File: config.mk
export PLATFORM = sky130hd
export DESIGN_NAME = dac_seg_decoder
export DESIGN_NICKNAME = d
export VERILOG_FILES = /design/src/rtl/dac_seg_pkg.sv /design/src/rtl/dac_therm_decoder.sv /design/src/rtl/dac_code_rebuild.sv /design/src/rtl/dac_seg_decoder.sv
export SDC_FILE = /design/constraint.sdc
export NUM_CORES = 1
export LEC_CHECK = 0
export CELL_PAD_IN_SITES_DETAIL_PLACEMENT = 0
export CELL_PAD_IN_SITES_GLOBAL_PLACEMENT = 1
export CORE_AREA = 4 4 91 101
export DETAILED_ROUTE_END_ITERATION = 8
export DIE_AREA = 0 0 95 105
export PLACE_DENSITY_LB_ADDON = 0.15
export RECOVER_POWER = 100
export SYNTH_ARGS = -nofsm -noshare
export SYNTH_HDL_FRONTEND = slang
export SYNTH_SLANG_ARGS = --single-unit
export TNS_END_PERCENT = 1
File: constraint.sdc
create_clock -name clk -period 13.9 [get_ports clk]
set_clock_uncertainty 0.05 [all_clocks]
set_input_delay 1.39 -clock clk [delete_from_list [all_inputs] [get_ports clk]]
set_output_delay 1.39 -clock clk [all_outputs]
set_load 0.05 [all_outputs]
File: src/rtl/dac_seg_pkg.sv
package dac_seg_pkg;
  // Default word split: upper field thermometer coded, lower field binary
  localparam int DATA_W_DEF = 10;
  localparam int LSB_W_DEF  = 5;

  // Number of equal-weight segments produced from an msb_w-bit field
  function automatic int seg_count(input int msb_w);
    return (1 << msb_w) - 1;
  endfunction
endpackage

File: src/rtl/dac_therm_decoder.sv
module dac_therm_decoder #(
  parameter int MSB_W = 5,
  localparam int SEG_N = (1 << MSB_W) - 1
) (
  input  logic [MSB_W-1:0] code_i,
  output logic [SEG_N-1:0] therm_o
);
  // Segment i is on when the field value exceeds i: fills from index 0 up
  for (genvar i = 0; i < SEG_N; i++) begin : g_seg
    assign therm_o[i] = (int'(code_i) > i);
  end
endmodule

File: src/rtl/dac_code_rebuild.sv
module dac_code_rebuild #(
  parameter int MSB_W = 5,
  parameter int LSB_W = 5,
  localparam int SEG_N = (1 << MSB_W) - 1,
  localparam int DATA_W = MSB_W + LSB_W
) (
  input  logic [SEG_N-1:0]  seg_i,
  input  logic [LSB_W-1:0]  lsb_i,
  output logic [DATA_W-1:0] code_o
);
  logic [MSB_W-1:0] cnt;

  // Count active segments; each one weighs 2^LSB_W units
  always_comb begin
    cnt = '0;
    for (int i = 0; i < SEG_N; i++) begin
      cnt = cnt + {{(MSB_W-1){1'b0}}, seg_i[i]};
    end
    code_o = {cnt, lsb_i};
  end
endmodule

File: src/rtl/dac_seg_decoder.sv
module dac_seg_decoder #(
  parameter int DATA_W = dac_seg_pkg::DATA_W_DEF,
  parameter int LSB_W  = dac_seg_pkg::LSB_W_DEF,
  localparam int MSB_W = DATA_W - LSB_W,
  localparam int SEG_N = dac_seg_pkg::seg_count(DATA_W - LSB_W)
) (
  input  logic              clk,
  input  logic              rst,
  input  logic              sleep,
  input  logic [DATA_W-1:0] sample_in,
  output logic [SEG_N-1:0]  seg_a,
  output logic [SEG_N-1:0]  seg_b,
  output logic [LSB_W-1:0]  lsb_a,
  output logic [LSB_W-1:0]  lsb_b,
  output logic [DATA_W-1:0] code_rebuilt
);
  logic [DATA_W-1:0] word_q;
  logic [SEG_N-1:0]  seg_d;
  logic [SEG_N-1:0]  seg_q;
  logic [LSB_W-1:0]  lsb_q;

  // Stage 1: input capture, frozen while asleep
  always_ff @(posedge clk) begin
    if (rst)        word_q <= '0;
    else if (!sleep) word_q <= sample_in;
  end

  dac_therm_decoder #(.MSB_W(MSB_W)) therm_i (
    .code_i  (word_q[DATA_W-1:LSB_W]),
    .therm_o (seg_d)
  );

  // Stage 2: decoded switch controls, frozen while asleep
  always_ff @(posedge clk) begin
    if (rst) begin
      seg_q <= '0;
      lsb_q <= '0;
    end else if (!sleep) begin
      seg_q <= seg_d;
      lsb_q <= word_q[LSB_W-1:0];
    end
  end

  // Complementary steering pairs, both sides idle in sleep
  always_comb begin
    seg_a = sleep ? '0 : seg_q;
    seg_b = sleep ? '0 : ~seg_q;
    lsb_a = sleep ? '0 : lsb_q;
    lsb_b = sleep ? '0 : ~lsb_q;
  end

  dac_code_rebuild #(.MSB_W(MSB_W), .LSB_W(LSB_W)) rebuild_i (
    .seg_i  (seg_q),
    .lsb_i  (lsb_q),
    .code_o (code_rebuilt)
  );

  // registered segments always form a contiguous run from index 0
  a_r2_therm_shape: assert property (@(posedge clk) disable iff (rst)
    ((seg_q & (seg_q + SEG_N'(1))) == '0));

  // awake pairs are complementary
  a_r4_complement: assert property (@(posedge clk) disable iff (rst)
    !sleep |-> ((&(seg_a ^ seg_b)) && (&(lsb_a ^ lsb_b))));

  // every control idle during sleep
  a_r7_sleep_idle: assert property (@(posedge clk) disable iff (rst)
    sleep |-> (!(|seg_a) && !(|seg_b) && !(|lsb_a) && !(|lsb_b)));

  // both stages hold across a sleeping edge
  a_r7_hold: assert property (@(posedge clk) disable iff (rst)
    sleep |=> ($stable(word_q) && $stable(seg_q) && $stable(lsb_q)));

  // stage 2 takes the low field that stage 1 held one edge earlier
  a_r1_stage_step: assert property (@(posedge clk) disable iff (rst)
    !sleep |=> (lsb_q == $past(word_q[LSB_W-1:0])));

  // rebuilt upper field matches the active segment count
  a_r10_rebuild: assert property (@(posedge clk) disable iff (rst)
    (code_rebuilt[DATA_W-1:LSB_W] == MSB_W'($countones(seg_q))));
endmodule

==> flow_results.org <==
** CTS
- Once the clock tree was built, the setup fixing pass inserted 0 buffers.
- The H-tree was split into 2 levels.
- Clock tree synthesis found a total of 46 sinks.
- Root buffer cell :: sky130_fd_sc_hd__clkbuf_8
- No sink is reached through more buffers than the 2 on the longest clock path.
- Total of cells resized after clock tree synthesis :: 0
- Insertion delay to the later sink of the worst-skew pair :: 0.30 ns
- TritonCTS built the clock tree.
- Hold-fix buffer count after cts :: 0
- Clock input transition at the sequential cells of the worst setup and hold paths :: 0.09 ns
- Number of buffers created by CTS :: 5

** Logic synthesis
- The number of nets in the synthesized netlist is 392.
- For this run, the leading register cell type out of synthesis is sky130_fd_sc_hd__dfxtp_1.
- The number of different library cells used by synthesis comes to 38.
- Netlist Area Pre-Place :: 2880 um2
- Portion of the post-synthesis area used by sequential elements :: 32.0%
- Share of synthesized registers carrying an async set or reset :: 0%
- Averaged over all synthesized cells, the footprint is 8.29 um2.
- The synthesized design contains 46 register bits.
- In the synthesized netlist, the number of instances is 347.
- For this run, the number of Yosys warnings is 0.
- Counting flops with a built-in enable in the synthesized netlist gives 0.

** Floorplan
- Starting density of the core :: 34.9%
- The die is 95 um wide.
- Core region area :: 8230 um2
- 95 I/O pins were placed.
- Die extent in y :: 105 um
- Number of rows created at floorplan :: 35
- Area enclosed by the die boundary :: 9980 um2

** Detailed routing
- In the routed design, unresolved DRC markers number 0.
- Sum of routed wire length over all layers :: 7610 um
- Detailed router's first-iteration violation count :: 94
- The detail route stage leaves a number of antenna-violating nets equal to 0.
- Post-DR vias/cell :: 4.72
- Across all layers, the routed design uses 2522 vias.
- For this run, the detailed router's first-pass iteration total came to 4.
- Wire length per cell :: 14.3 um

** Run
- Number of max-cap violations :: 3

** Global routing
- Summed over all layers, the global routing overflow is 0.
- Via count of the first global-routing pass :: 2544
- The first global-routing pass estimated 12900 um of wire.
- Antenna violations before repair :: 0
- Global routing used 16.1% of the available tracks.
- Entering global routing, the biggest net connects 71 pins.

** Run status
- The run finished, with violations left.
- The final reports fail on max-capacitance violations, max-slew violations.

** Critical path
- At the worst endpoint, the required time is 12.46 ns.
- Data on the critical path arrives at its endpoint at 6.31 ns.
- Among cell families on the critical path, the largest total delay comes from buffers and inverters.
- Worst Path Buf+Inv :: 3
- The largest individual stage delay along the critical path comes from the cell sky130_fd_sc_hd__clkbuf_1.
- The worst setup path is launched from an input port.
- Start-to-end type of the worst setup path :: in -> out
- Traced cell by cell, the critical path runs through clkbuf_1 > clkbuf_1 > nor2_1 > dlygate4sd3_1.
- Type of element capturing the critical path :: output pin
- Maximum net fanout on the critical path :: 70
- Dominant cell type by count on the critical path :: sky130_fd_sc_hd__clkbuf_1
- Delay of the slowest critical-path stage :: 2.26 ns

** Timing
- Setup repair after global routing missed its margin :: no
- Dividing the final minimum period by the clock period gives 55.8%.
- Transition time at the pin with the least slew margin :: 3.05 ns
- Final number of hold-violating endpoints :: 0
- The total count of max-transition violations in the final report came to 170.
- Adding up every negative setup slack in the final design gives 0 ns.
- The worst pin sits at a relative slew slack of -103%.
- Static timing analysis puts the maximum clock frequency at 0.129 GHz.
- Final critical-path required period :: 7.75 ns
- Setup violations remaining at the end of the flow were counted as 0.

** Placement
- Routability-driven placement finished with a final weighted congestion of 0.794.
- Total of buffers placed on input and output ports :: 94
- Detail Placement HPWL :: 5640 um

** Finish
- Fill cells :: 853
- Registers take 921 um2.
- Relative to the synthesized area, the layout overhead comes to 36.5%.
- Final nets :: 467
- The post-route netlist has 2.36% of its cells at a drive strength greater than 1.
- In the final layout, the multi-input gates occupy 1630 um2.
- Antenna diode count :: 0

** Pwr
- IR analysis of the VDD net gives a maximum drop of 0.0395 mV.
- The analysis attributes to cell leakage a power of 0.00180 uW.
- After layout, the design draws a total of 474 uW.
- Power spread over the standard cell area amounts to 121 nW/um2.

** Min path
- Worst hold path class :: reg -> reg
## per-layer routing
layer  share of wire (%)  track usage [%]  vias to the layer above
li1                    -                -                     1246
met1                  46             21.8                     1207
met2                  48             26.5                       64
met3                 5.0             3.10                        5
met4                0.76             3.40                        0
met5                   0                0                        -
## registers in the layout, indices dropped and copies added, names as in the netlist
register	count
seg_q	31
word_q	10
lsb_q	5
## worst paths after layout
kind	start	depth (start not counted)	slack [ns]	end
setup / recovery	sleep	4	6.15	seg_a[2]
hold / removal	seg_q[19]$_SDFFE_PP0N_	2	0.43	seg_q[19]$_SDFFE_PP0N_
setup reg to reg	word_q[8]$_SDFFE_PP0N_	2	12.17	seg_q[4]$_SDFFE_PP0N_
hold reg to reg	seg_q[19]$_SDFFE_PP0N_	2	0.43	seg_q[19]$_SDFFE_PP0N_
## stage by stage
stage	worst slack (ns)	cells	instance area [um2]	utilization [%]	hold slack, ns
global route	5.58	534	3930	47.7	0.468
floorplan	7.31	347	2880	-	0.403
global placement	7.06	526	3830	46.5	0.418
CTS	6.61	534	3940	47.8	0.435
finish	6.15	534	3930	47.7	0.431
detailed placement	6.95	526	3830	46.5	0.421
## report_power, final
group / switching [uW] / leakage (uW) / internal, uW
Sequential: 7.83 / 0.000377 / 138
Clock: 46.0 / 0.0000514 / 53.7
Combinational: 153 / 0.00137 / 76.5
Total: 207 / 0.00180 / 268
## worst register-to-register path: stages, from the launching register on
cell	delay (ns)
sky130_fd_sc_hd__dfxtp_1	0.94
sky130_fd_sc_hd__nor2_1	0.28
sky130_fd_sc_hd__a221oi_1	0.33
## cells in the mapped netlist (all sizes together) (4+ instances only)
master	n	share of area, %
nor2	88	11
inv	49	6.4
dfxtp	46	32
fa	23	16
buf	22	4.1
mux2i	16	5.6
a21oi	14	2.4
nor2b	13	2.8
nand2	10	1.3
a221oi	9	2.7
ha	9	3.9
clkbuf	6	0.83
a211oi	5	1.3
nor3	4	0.70
o21ai	4	0.70
## final cells by class
| class | instances | share of cell area, % |
|---|---|---|
| Clock buffer | 6 | 1.85 |
| Timing Repair Buffer | 96 | 24.0 |
| Tap cell | 111 | 3.54 |
| Clock inverter | 2 | 0.956 |
| Sequential cell | 46 | 23.5 |
| Inverter | 49 | 4.69 |
| Multi-Input combinational cell | 224 | 41.5 |
## logic make-up (layout without fill, tap and decap cells)
group | after synthesis | after routing | share of synthesized area (%)
buffers and inverters | 77 | 153 | 11.4
AND/OR/NAND/NOR | 126 | 126 | 18.8
AO/OA/AOI/OAI | 47 | 47 | 11.4
flip-flops | 46 | 46 | 32.0
adder cells (fa/ha/maj) | 32 | 32 | 19.9
multiplexers | 16 | 16 | 5.57
XOR/XNOR | 3 | 3 | 0.914
## cell usage in the layout, fill, tap and decap left out, drive strengths merged, types with 10 or more instances in the layout
master	count
dfxtp	46
clkdlybuf4s50	12
dlygate4sd3	81
nor2b	13
nand2	10
nor2	88
a21oi	14
inv	49
fa	23
mux2i	16
Power figures use the tool's default switching activity.
